$ cat src/rtl/tlpm_pkg.sv
package tlpm_pkg;

  // Kind of result produced for one request
  typedef enum logic [1:0] {
    RES_NONE   = 2'd0,
    RES_HIT    = 2'd1,
    RES_RESCUE = 2'd2,
    RES_PAGEIN = 2'd3
  } res_e;

endpackage

$ cat src/rtl/tlpm_list.sv
// Ordered tag list: index 0 is the front. Supports insert-at-front,
// remove-at-index, or both in one cycle; valid entries stay packed at the front.
module tlpm_list #(
  parameter int DEPTH = 4,
  parameter int TAG_W = 8,
  localparam int IW = (DEPTH > 1) ? $clog2(DEPTH) : 1
) (
  input  logic             clk,
  input  logic             rst_n,
  input  logic [TAG_W-1:0] look_tag,
  output logic             look_hit,
  output logic [IW-1:0]    look_idx,
  input  logic             ins_en,
  input  logic [TAG_W-1:0] ins_tag,
  input  logic             rm_en,
  input  logic [IW-1:0]    rm_idx,
  output logic             tail_valid,
  output logic [TAG_W-1:0] tail_tag
);

  logic             vld_q [DEPTH];
  logic [TAG_W-1:0] tag_q [DEPTH];
  logic             vld_d [DEPTH];
  logic [TAG_W-1:0] tag_d [DEPTH];
  logic [DEPTH-1:0] match;
  logic             upd_en;

  // Associative search
  for (genvar i = 0; i < DEPTH; i++) begin : g_match
    assign match[i] = vld_q[i] && (tag_q[i] == look_tag);
  end

  assign look_hit = |match;

  always_comb begin
    look_idx = '0;
    for (int i = 0; i < DEPTH; i++) begin
      if (match[i]) look_idx = IW'(i);
    end
  end

  assign tail_valid = vld_q[DEPTH-1];
  assign tail_tag   = tag_q[DEPTH-1];
  assign upd_en     = ins_en | rm_en;

  // Next-state per slot
  for (genvar i = 0; i < DEPTH; i++) begin : g_slot
    logic shift_in;
    logic shift_out;
    assign shift_in  = ins_en && (!rm_en || (i <= int'(rm_idx)));
    assign shift_out = !ins_en && rm_en && (i >= int'(rm_idx));

    if (i == 0) begin : g_front
      always_comb begin
        vld_d[i] = vld_q[i];
        tag_d[i] = tag_q[i];
        if (shift_in) begin
          vld_d[i] = 1'b1;
          tag_d[i] = ins_tag;
        end else if (shift_out) begin
          if (DEPTH > 1) begin
            vld_d[i] = vld_q[(DEPTH > 1) ? 1 : 0];
            tag_d[i] = tag_q[(DEPTH > 1) ? 1 : 0];
          end else begin
            vld_d[i] = 1'b0;
          end
        end
      end
    end else if (i == DEPTH-1) begin : g_back
      always_comb begin
        vld_d[i] = vld_q[i];
        tag_d[i] = tag_q[i];
        if (shift_in) begin
          vld_d[i] = vld_q[i-1];
          tag_d[i] = tag_q[i-1];
        end else if (shift_out) begin
          vld_d[i] = 1'b0;
        end
      end
    end else begin : g_mid
      always_comb begin
        vld_d[i] = vld_q[i];
        tag_d[i] = tag_q[i];
        if (shift_in) begin
          vld_d[i] = vld_q[i-1];
          tag_d[i] = tag_q[i-1];
        end else if (shift_out) begin
          vld_d[i] = vld_q[i+1];
          tag_d[i] = tag_q[i+1];
        end
      end
    end

    always_ff @(posedge clk or negedge rst_n) begin
      if (!rst_n) begin
        vld_q[i] <= 1'b0;
        tag_q[i] <= '0;
      end else if (upd_en) begin
        vld_q[i] <= vld_d[i];
        tag_q[i] <= tag_d[i];
      end
    end
  end

endmodule

$ cat src/rtl/tlpm_ctrl.sv
// Decides the list operations for one request and registers the results.
module tlpm_ctrl
  import tlpm_pkg::*;
#(
  parameter int TAG_W  = 8,
  parameter bit HAS_SC = 1'b1
) (
  input  logic             clk,
  input  logic             rst_n,
  input  logic             req_valid,
  input  logic             act_match,
  input  logic             sc_match,
  input  logic             act_full,
  input  logic [TAG_W-1:0] act_tail_tag,
  input  logic             sc_full,
  input  logic [TAG_W-1:0] sc_tail_tag,
  output logic             act_ins_en,
  output logic             sc_ins_en,
  output logic             sc_rm_en,
  output logic             hit,
  output logic             rescue,
  output logic             page_in,
  output logic             evict_valid,
  output logic [TAG_W-1:0] evict_tag
);

  res_e             res_d, res_q;
  logic             ev_d, ev_q;
  logic [TAG_W-1:0] ev_tag_d, ev_tag_q;
  logic             demote;

  always_comb begin
    res_d = RES_NONE;
    if (req_valid) begin
      if (act_match)     res_d = RES_HIT;
      else if (sc_match) res_d = RES_RESCUE;
      else               res_d = RES_PAGEIN;
    end
  end

  assign act_ins_en = (res_d == RES_RESCUE) || (res_d == RES_PAGEIN);
  assign demote     = HAS_SC && act_ins_en && act_full;
  assign sc_ins_en  = demote;
  assign sc_rm_en   = (res_d == RES_RESCUE);

  always_comb begin
    ev_d     = 1'b0;
    ev_tag_d = ev_tag_q;
    if (res_d == RES_PAGEIN && act_full) begin
      if (HAS_SC) begin
        ev_d     = sc_full;
        ev_tag_d = sc_full ? sc_tail_tag : ev_tag_q;
      end else begin
        ev_d     = 1'b1;
        ev_tag_d = act_tail_tag;
      end
    end
  end

  always_ff @(posedge clk or negedge rst_n) begin
    if (!rst_n) begin
      res_q <= RES_NONE;
      ev_q  <= 1'b0;
    end else begin
      res_q <= res_d;
      ev_q  <= ev_d;
    end
  end

  always_ff @(posedge clk or negedge rst_n) begin
    if (!rst_n) begin
      ev_tag_q <= '0;
    end else if (ev_d) begin
      ev_tag_q <= ev_tag_d;
    end
  end

  assign hit         = (res_q == RES_HIT);
  assign rescue      = (res_q == RES_RESCUE);
  assign page_in     = (res_q == RES_PAGEIN);
  assign evict_valid = ev_q;
  assign evict_tag   = ev_tag_q;

endmodule

$ cat src/rtl/twolist_pager.sv
module twolist_pager #(
  parameter int NUM_ACT = 4,
  parameter int NUM_SC  = 4,
  parameter int TAG_W   = 8,
  localparam int SC_D   = (NUM_SC > 0) ? NUM_SC : 1,
  localparam int SC_IW  = (SC_D > 1) ? $clog2(SC_D) : 1,
  localparam int ACT_IW = (NUM_ACT > 1) ? $clog2(NUM_ACT) : 1
) (
  input  logic             clk,
  input  logic             rst_n,
  input  logic             req_valid,
  input  logic [TAG_W-1:0] req_tag,
  output logic             hit,
  output logic             rescue,
  output logic             page_in,
  output logic             evict_valid,
  output logic [TAG_W-1:0] evict_tag
);

  logic              act_match;
  logic [ACT_IW-1:0] act_idx;
  logic              act_full;
  logic [TAG_W-1:0]  act_tail_tag;
  logic              act_ins_en;
  logic              sc_match;
  logic              sc_full;
  logic [TAG_W-1:0]  sc_tail_tag;
  logic              sc_ins_en;
  logic              sc_rm_en;
  logic              victim_full;

  tlpm_list #(.DEPTH(NUM_ACT), .TAG_W(TAG_W)) u_act (
    .clk        (clk),
    .rst_n      (rst_n),
    .look_tag   (req_tag),
    .look_hit   (act_match),
    .look_idx   (act_idx),
    .ins_en     (act_ins_en),
    .ins_tag    (req_tag),
    .rm_en      (1'b0),
    .rm_idx     ('0),
    .tail_valid (act_full),
    .tail_tag   (act_tail_tag)
  );

  if (NUM_SC > 0) begin : g_sc
    logic [SC_IW-1:0] sc_idx;
    tlpm_list #(.DEPTH(SC_D), .TAG_W(TAG_W)) u_sc (
      .clk        (clk),
      .rst_n      (rst_n),
      .look_tag   (req_tag),
      .look_hit   (sc_match),
      .look_idx   (sc_idx),
      .ins_en     (sc_ins_en),
      .ins_tag    (act_tail_tag),
      .rm_en      (sc_rm_en),
      .rm_idx     (sc_idx),
      .tail_valid (sc_full),
      .tail_tag   (sc_tail_tag)
    );
    assign victim_full = sc_full;
  end else begin : g_no_sc
    assign sc_match    = 1'b0;
    assign sc_full     = 1'b0;
    assign sc_tail_tag = '0;
    assign victim_full = act_full;
  end

  tlpm_ctrl #(.TAG_W(TAG_W), .HAS_SC(NUM_SC > 0)) u_ctrl (
    .clk          (clk),
    .rst_n        (rst_n),
    .req_valid    (req_valid),
    .act_match    (act_match),
    .sc_match     (sc_match),
    .act_full     (act_full),
    .act_tail_tag (act_tail_tag),
    .sc_full      (sc_full),
    .sc_tail_tag  (sc_tail_tag),
    .act_ins_en   (act_ins_en),
    .sc_ins_en    (sc_ins_en),
    .sc_rm_en     (sc_rm_en),
    .hit          (hit),
    .rescue       (rescue),
    .page_in      (page_in),
    .evict_valid  (evict_valid),
    .evict_tag    (evict_tag)
  );

endmodule

$ cat config.mk
export PLATFORM = sky130hd
export DESIGN_NAME = twolist_pager
export DESIGN_NICKNAME = d
export VERILOG_FILES = /design/src/rtl/tlpm_pkg.sv /design/src/rtl/tlpm_list.sv /design/src/rtl/tlpm_ctrl.sv /design/src/rtl/twolist_pager.sv
export SDC_FILE = /design/constraint.sdc
export NUM_CORES = 1
export LEC_CHECK = 0
export CORE_MARGIN = 2
export CORE_UTILIZATION = 35
export CTS_CLUSTER_SIZE = 20
export DETAILED_ROUTE_END_ITERATION = 8
export PLACE_DENSITY = 0.61
export SLEW_MARGIN = 10
export SYNTH_ARGS = -nofsm -noshare
export SYNTH_HDL_FRONTEND = slang
export SYNTH_SLANG_ARGS = --single-unit
export TNS_END_PERCENT = 5
$ cat constraint.sdc
create_clock -name clk -period 3.8 [get_ports clk]
set_clock_uncertainty 0.15 [all_clocks]
set_input_delay 0.76 -clock clk [delete_from_list [all_inputs] [get_ports clk]]
set_output_delay 0.76 -clock clk [all_outputs]
set_load 0.005 [all_outputs]
==> results of run 1 <==
[routing by layer]
metal / global-route usage / vias up
li1: - / 1647
met1: 0.2518 / 1663
met2: 0.2551 / 84
met3: 0.02832 / 11
met4: 0.04627 / 0
met5: 0 / -
[stage by stage]
step | hold WS, ps | std cells | cell area (sq um) | worst slack (ps) | utilization
5_1_grt | 370.3 | 672 | 5156 | 140.8 | 0.4119
4_1_cts | 342.5 | 672 | 5156 | 349.0 | 0.4119
3_3_place_gp | 325.6 | 656 | 4876 | 75.17 | 0.3895
2_1_floorplan | 301.9 | 471 | 4461 | 1095 | -
6_report | 347.5 | 672 | 5156 | 299.9 | 0.4119
3_5_place_dp | 329.5 | 656 | 4876 | 43.50 | 0.3895
[power by group]
group          total [uW]  internal (uW)  leakage, uW  switching (uW)
clock                 820            463     0.000132             357
combinational         841            466      0.00108             375
sequential           1440           1150     0.000951             298
total                3110           2080      0.00216            1030
[critical path, cell delays in order]
cell and delay [ps]:
clkdlybuf4s50_1 610, xor2_1 270, nor4_1 330, nand4_1 240, nor4b_1 530, buf_4 290, nor2b_1 140, o21ai_0 290
a21oi_1 110
[cells by family after synthesis]
| family | count (synthesis) | share of synthesized area |
|---|---|---|
| and+or+nand+nor | 193 | 0.2140 |
| AOI/OAI and AO/OA | 69 | 0.08247 |
| muxes | 25 | 0.06087 |
| buffers and inverters | 37 | 0.04965 |
| xor gates and xnor gates | 64 | 0.1274 |
| DFF | 83 | 0.4656 |
[cell usage after synthesis, drive strengths merged (16+ instances only)]
master  number  share of area
xnor2       36          0.071
nor3        26          0.030
xor2        28          0.057
o21ai       37          0.042
nand2      112          0.094
mux2        17          0.043
dfrtp       83           0.47
a21oi       26          0.029
nor4b       19          0.039
buf         16          0.032
clkbuf      18          0.015
[final cells by class]
class                      instances  area share
clock buffer                      11     0.04708
clock inverter                     5    0.007280
inverter                           3    0.002184
multi-input combinational        351      0.4203
sequential                        83      0.4028
tap                              172     0.04174
timing repair buffer              47     0.07862
[flip-flops by register name, summed over array words and instances, names as in the netlist, 2 cells and up]
signal and cells:
g_sc.u_sc.tail_tag 8, g_sc.u_sc.tag_q 24, u_ctrl.evict_tag 8, g_sc.u_sc.vld_q 3, u_act.tail_tag 8, u_ctrl.res_q 2
u_act.tag_q 24, u_act.vld_q 3
[worst max path at each step]
stage / from / end / slack [ps]
finish: req_tag[7] / g_sc.u_sc.tag_q[21] / 300
global route: req_tag[7] / g_sc.u_sc.tag_q[16] / 140
CTS: req_tag[7] / g_sc.u_sc.tag_q[21] / 350
detailed placement: req_tag[7] / g_sc.u_sc.tag_q[21] / 40
global placement: req_tag[4] / g_sc.u_sc.tag_q[21] / 80
floorplan: req_tag[7] / u_ctrl.evict_tag[0] / 1090
==> impl_metrics.toml, run 1 <==
[critical_path]
reg2regPathDepth = 8
cp-start-kind = "input port"
r2r_end = "g_sc.u_sc.tag_q[21]"
crit_required_ps = 3860
endpoint_kind = "flip-flop"
crit_type = "in2reg"
crit_fanout = 10
rr_startpoint = "g_sc.u_sc.tag_q[31]"
critPathArrivalTime_ps = 3560
r2r_slack_ps = 1040

[finish]
drive_gt1_frac = 0.1340
final_nets = 506
fill_cells = 1259
seq_area_sq_um = 2077
layout_commonest_cell = "nand2_1"
layout_common_cells = "nand2_1, dfrtp_1, xnor2_1"
antennaDiodeCount = 0
area_growth_pct = 15.60
multi_input_comb_area_sq_um = 2167

[logic_synthesis]
ys_types = 36
synthFlopType = "dfrtp_1"
syn_nets = 482
avgSynthCellArea_sq_um = 9.470
synth-seq-area-share = 0.4656
syn_inst = 471
async_flop_share = 1.000
synth-edff-count = 0
netlist_area_sq_um = 4461
yosys_warnings = 0
ys_seq_elements = 83

[run]
maxCapViolations = 0

[clock_tree]
h-tree-depth = 3
clk_latency_ps = 340
hold_buffers = 0
post-cts-setup-buffer-count = 0
cts_root_buf = "clkbuf_16"
cts_buffers = 9
cts_tree = "done"
cts_resized = 0
clock_sinks = 83
clk_path_buf_depth = 2
cts.clk_slew.worst_paths_ps = 60

[grt]
overflow = 0
grt_max_degree = 84
grt_pass1_vias = 3368
grt_antenna_before_repair = 0
grtUsageTotal = 0.1691
grt_first_pass_wirelength_mm = 17.89

[timing]
rsz0062_at_grt = "false"
fin_tns_setup_ps = 0
fin_crit_ps = 3500
slew_headroom = 0.2875
worstMarginPinSlew_ps = 1069
period_share = 0.9211
slew_viol_final = 0
finalSetupViolations = 0
clock.fmax_mhz = 285.7
hold_viol = 0

[min_path]
holdPathEnd = "u_act.tail_valid"
hold_depth = 2
hold_path_class = "reg2reg"
hp-start = "u_act.vld_q[1]"

[floorplan]
design.core.area_sq_um = 12520
die_h_um = 116.9
ios = 23
die_w_um = 116.9
dieArea_sq_um = 13660
rows = 41
start_util = 0.3564

[detailed_routing]
via_per_inst = 5.067
met3_length_um = 475
top_layer = "met4"
num_vias = 3405
routed_wirelength_mm = 10.67
drt-pass1-iter-count = 4
wl_met2_mm = 4.718
wl_met1_mm = 5.349
ant_nets = 0
drt_iter0_markers = 374
wl_per_cell_um = 15.88
drc = 0

[power_and_ir_drop]
p_leak_uw = 0.002163
cellPowerDensity_nw_per_um2 = 602.5
power_uw = 3106
vdd_drop_max_v = 0.0002269

[placement]
dp_hpwl_mm = 7.491
gp_congestion = 0.8403
portBuffers = 22

[run_status]
status = "complete, no violations"
No activity file was read; power rests on OpenSTA's default activity.
==> run 2: changes to the inputs <==
--- a/config.mk
+++ b/config.mk
@@ -5,7 +5,7 @@
 export SDC_FILE = /design/constraint.sdc
 export NUM_CORES = 1
 export LEC_CHECK = 0
-export CORE_MARGIN = 2
+export CORE_MARGIN = 3
 export CORE_UTILIZATION = 35
 export CTS_CLUSTER_SIZE = 20
 export DETAILED_ROUTE_END_ITERATION = 8
@@ -13,5 +13,6 @@
 export SLEW_MARGIN = 10
 export SYNTH_ARGS = -nofsm -noshare
 export SYNTH_HDL_FRONTEND = slang
+export SYNTH_HIERARCHICAL = 1
 export SYNTH_SLANG_ARGS = --single-unit
 export TNS_END_PERCENT = 5
==> impl_metrics.toml, run 2 <==
[logic_synthesis]
yosys_warnings = 6
avgSynthCellArea_sq_um = 10.81
syn_inst = 430
netlist_area_sq_um = 4649

[critical_path]
crit_fanout = 11
cp-start-kind = "input port"
critPathArrivalTime_ps = 3460
endpoint_kind = "flip-flop"
crit_type = "in2reg"
crit_required_ps = 3860

[finish]
final_nets = 463
area_growth_pct = 14.34
layout_commonest_cell = "dfrtp_1"
finalNonFillerCells = 626
antennaDiodeCount = 0
drive_gt1_frac = 0.1696
top_regs = "g_sc.u_sc/tag_q (24), u_act/tag_q (24)"
layout_common_cells = "dfrtp_1, xor2_1, mux2i_1"
fin_util = 0.4145

[floorplan]
rows = 41
die_w_um = 121.3
dieArea_sq_um = 14700
die_h_um = 121.3
design.core.area_sq_um = 12820
ios = 23
start_util = 0.3625

[clock_tree]
clk_latency_ps = 340
cts_tree = "done"
h-tree-depth = 3
post-cts-setup-buffer-count = 0
cts_resized = 0
hold_buffers = 0
cts_root_buf = "clkbuf_16"
clk_path_buf_depth = 2
clock_sinks = 83
cts.clk_slew.worst_paths_ps = 60
cts_buffers = 9

[grt]
grt_max_degree = 84
grt_first_pass_wirelength_mm = 16.73
grt_pass1_vias = 3170
grt_antenna_before_repair = 0
overflow = 0
grtUsageTotal = 0.1449

[placement]
gp_congestion = 0.8270
portBuffers = 22
dp_cells = 613
dp_slack_ps = 56.59
dp_hpwl_mm = 7.106

[power_and_ir_drop]
p_leak_uw = 0.002328
vdd_drop_max_v = 0.0002408
cellPowerDensity_nw_per_um2 = 631.5

[timing]
worstMarginPinSlew_ps = 1041
finalSetupViolations = 0
fin_crit_ps = 3400
slew_headroom = 0.3058
fin_tns_setup_ps = 0
clock.fmax_mhz = 294.1
period_share = 0.8947
rsz0062_at_grt = "false"
slew_viol_final = 0
hold_viol = 0
layout_setup_ws_ps = 400.1
hold_slack_ps = 359.6

[run]
maxCapViolations = 0

[detailed_routing]
drt-pass1-iter-count = 4
wl_per_cell_um = 15.81
via_per_inst = 4.984
num_vias = 3120
drc = 0
drt_iter0_markers = 188
ant_nets = 0
routed_wirelength_mm = 9.895

[run_status]
status = "complete, no violations"

[min_path]
hold_path_class = "reg2reg"
## run 2: final timing paths
check	slack (ps)	startpoint	depth (start not counted)	endpoint
max in group asynchronous	2370	rst_n	1	g_sc.u_sc/tag_q[28]
worst max-delay path	400	req_tag[4]	11	g_sc.u_sc/tag_q[21]
worst min-delay path	360	u_ctrl/evict_tag[2]	1	u_ctrl/evict_tag[2]
min in group asynchronous	450	rst_n	1	u_act/tag_q[26]
worst max register to register	1110	u_act/tag_q[12]	10	g_sc.u_sc/tag_q[13]
worst min register to register	360	u_ctrl/evict_tag[2]	1	u_ctrl/evict_tag[2]
## run 2: metal layers
metal | global-route usage | share of wire
met5 | 0 | 0
met1 | 0.2034 | 0.49
met4 | 0.06092 | 0.015
met3 | 0.01538 | 0.023
met2 | 0.2286 | 0.48
## run 2: cell type report
| class | count | area, sq um |
|---|---|---|
| fill | 1246 | 7508 |
| clock buffer | 10 | 239.0 |
| inverter | 3 | 11.26 |
| timing repair buffer | 37 | 355.3 |
| multi-input combinational | 318 | 2354 |
| clock inverter | 3 | 65.06 |
| tap | 172 | 215.2 |
| sequential | 83 | 2077 |
## run 2: critical path: stages
cell,delay (ps)
clkdlybuf4s50_1,540
buf_4,230
xor2_1,140
nor4_1,420
nand4_1,180
nand4_1,170
and2_2,220
nor3b_4,230
buf_12,170
mux2i_1,270
a21oi_1,110
## run 2: power by group
part           internal, uW  leakage (uW)  switching, uW
Clock                   581      0.000150            331
Sequential             1180       0.00101            356
Combinational           507       0.00117            400
## run 2: through the flow
step,instance area [sq um],total power [uW]
floorplan,4683,2193
global placement,5012,2438
detailed placement,5012,2461
CTS,5316,3385
global route,5316,3568
finish,5316,3358
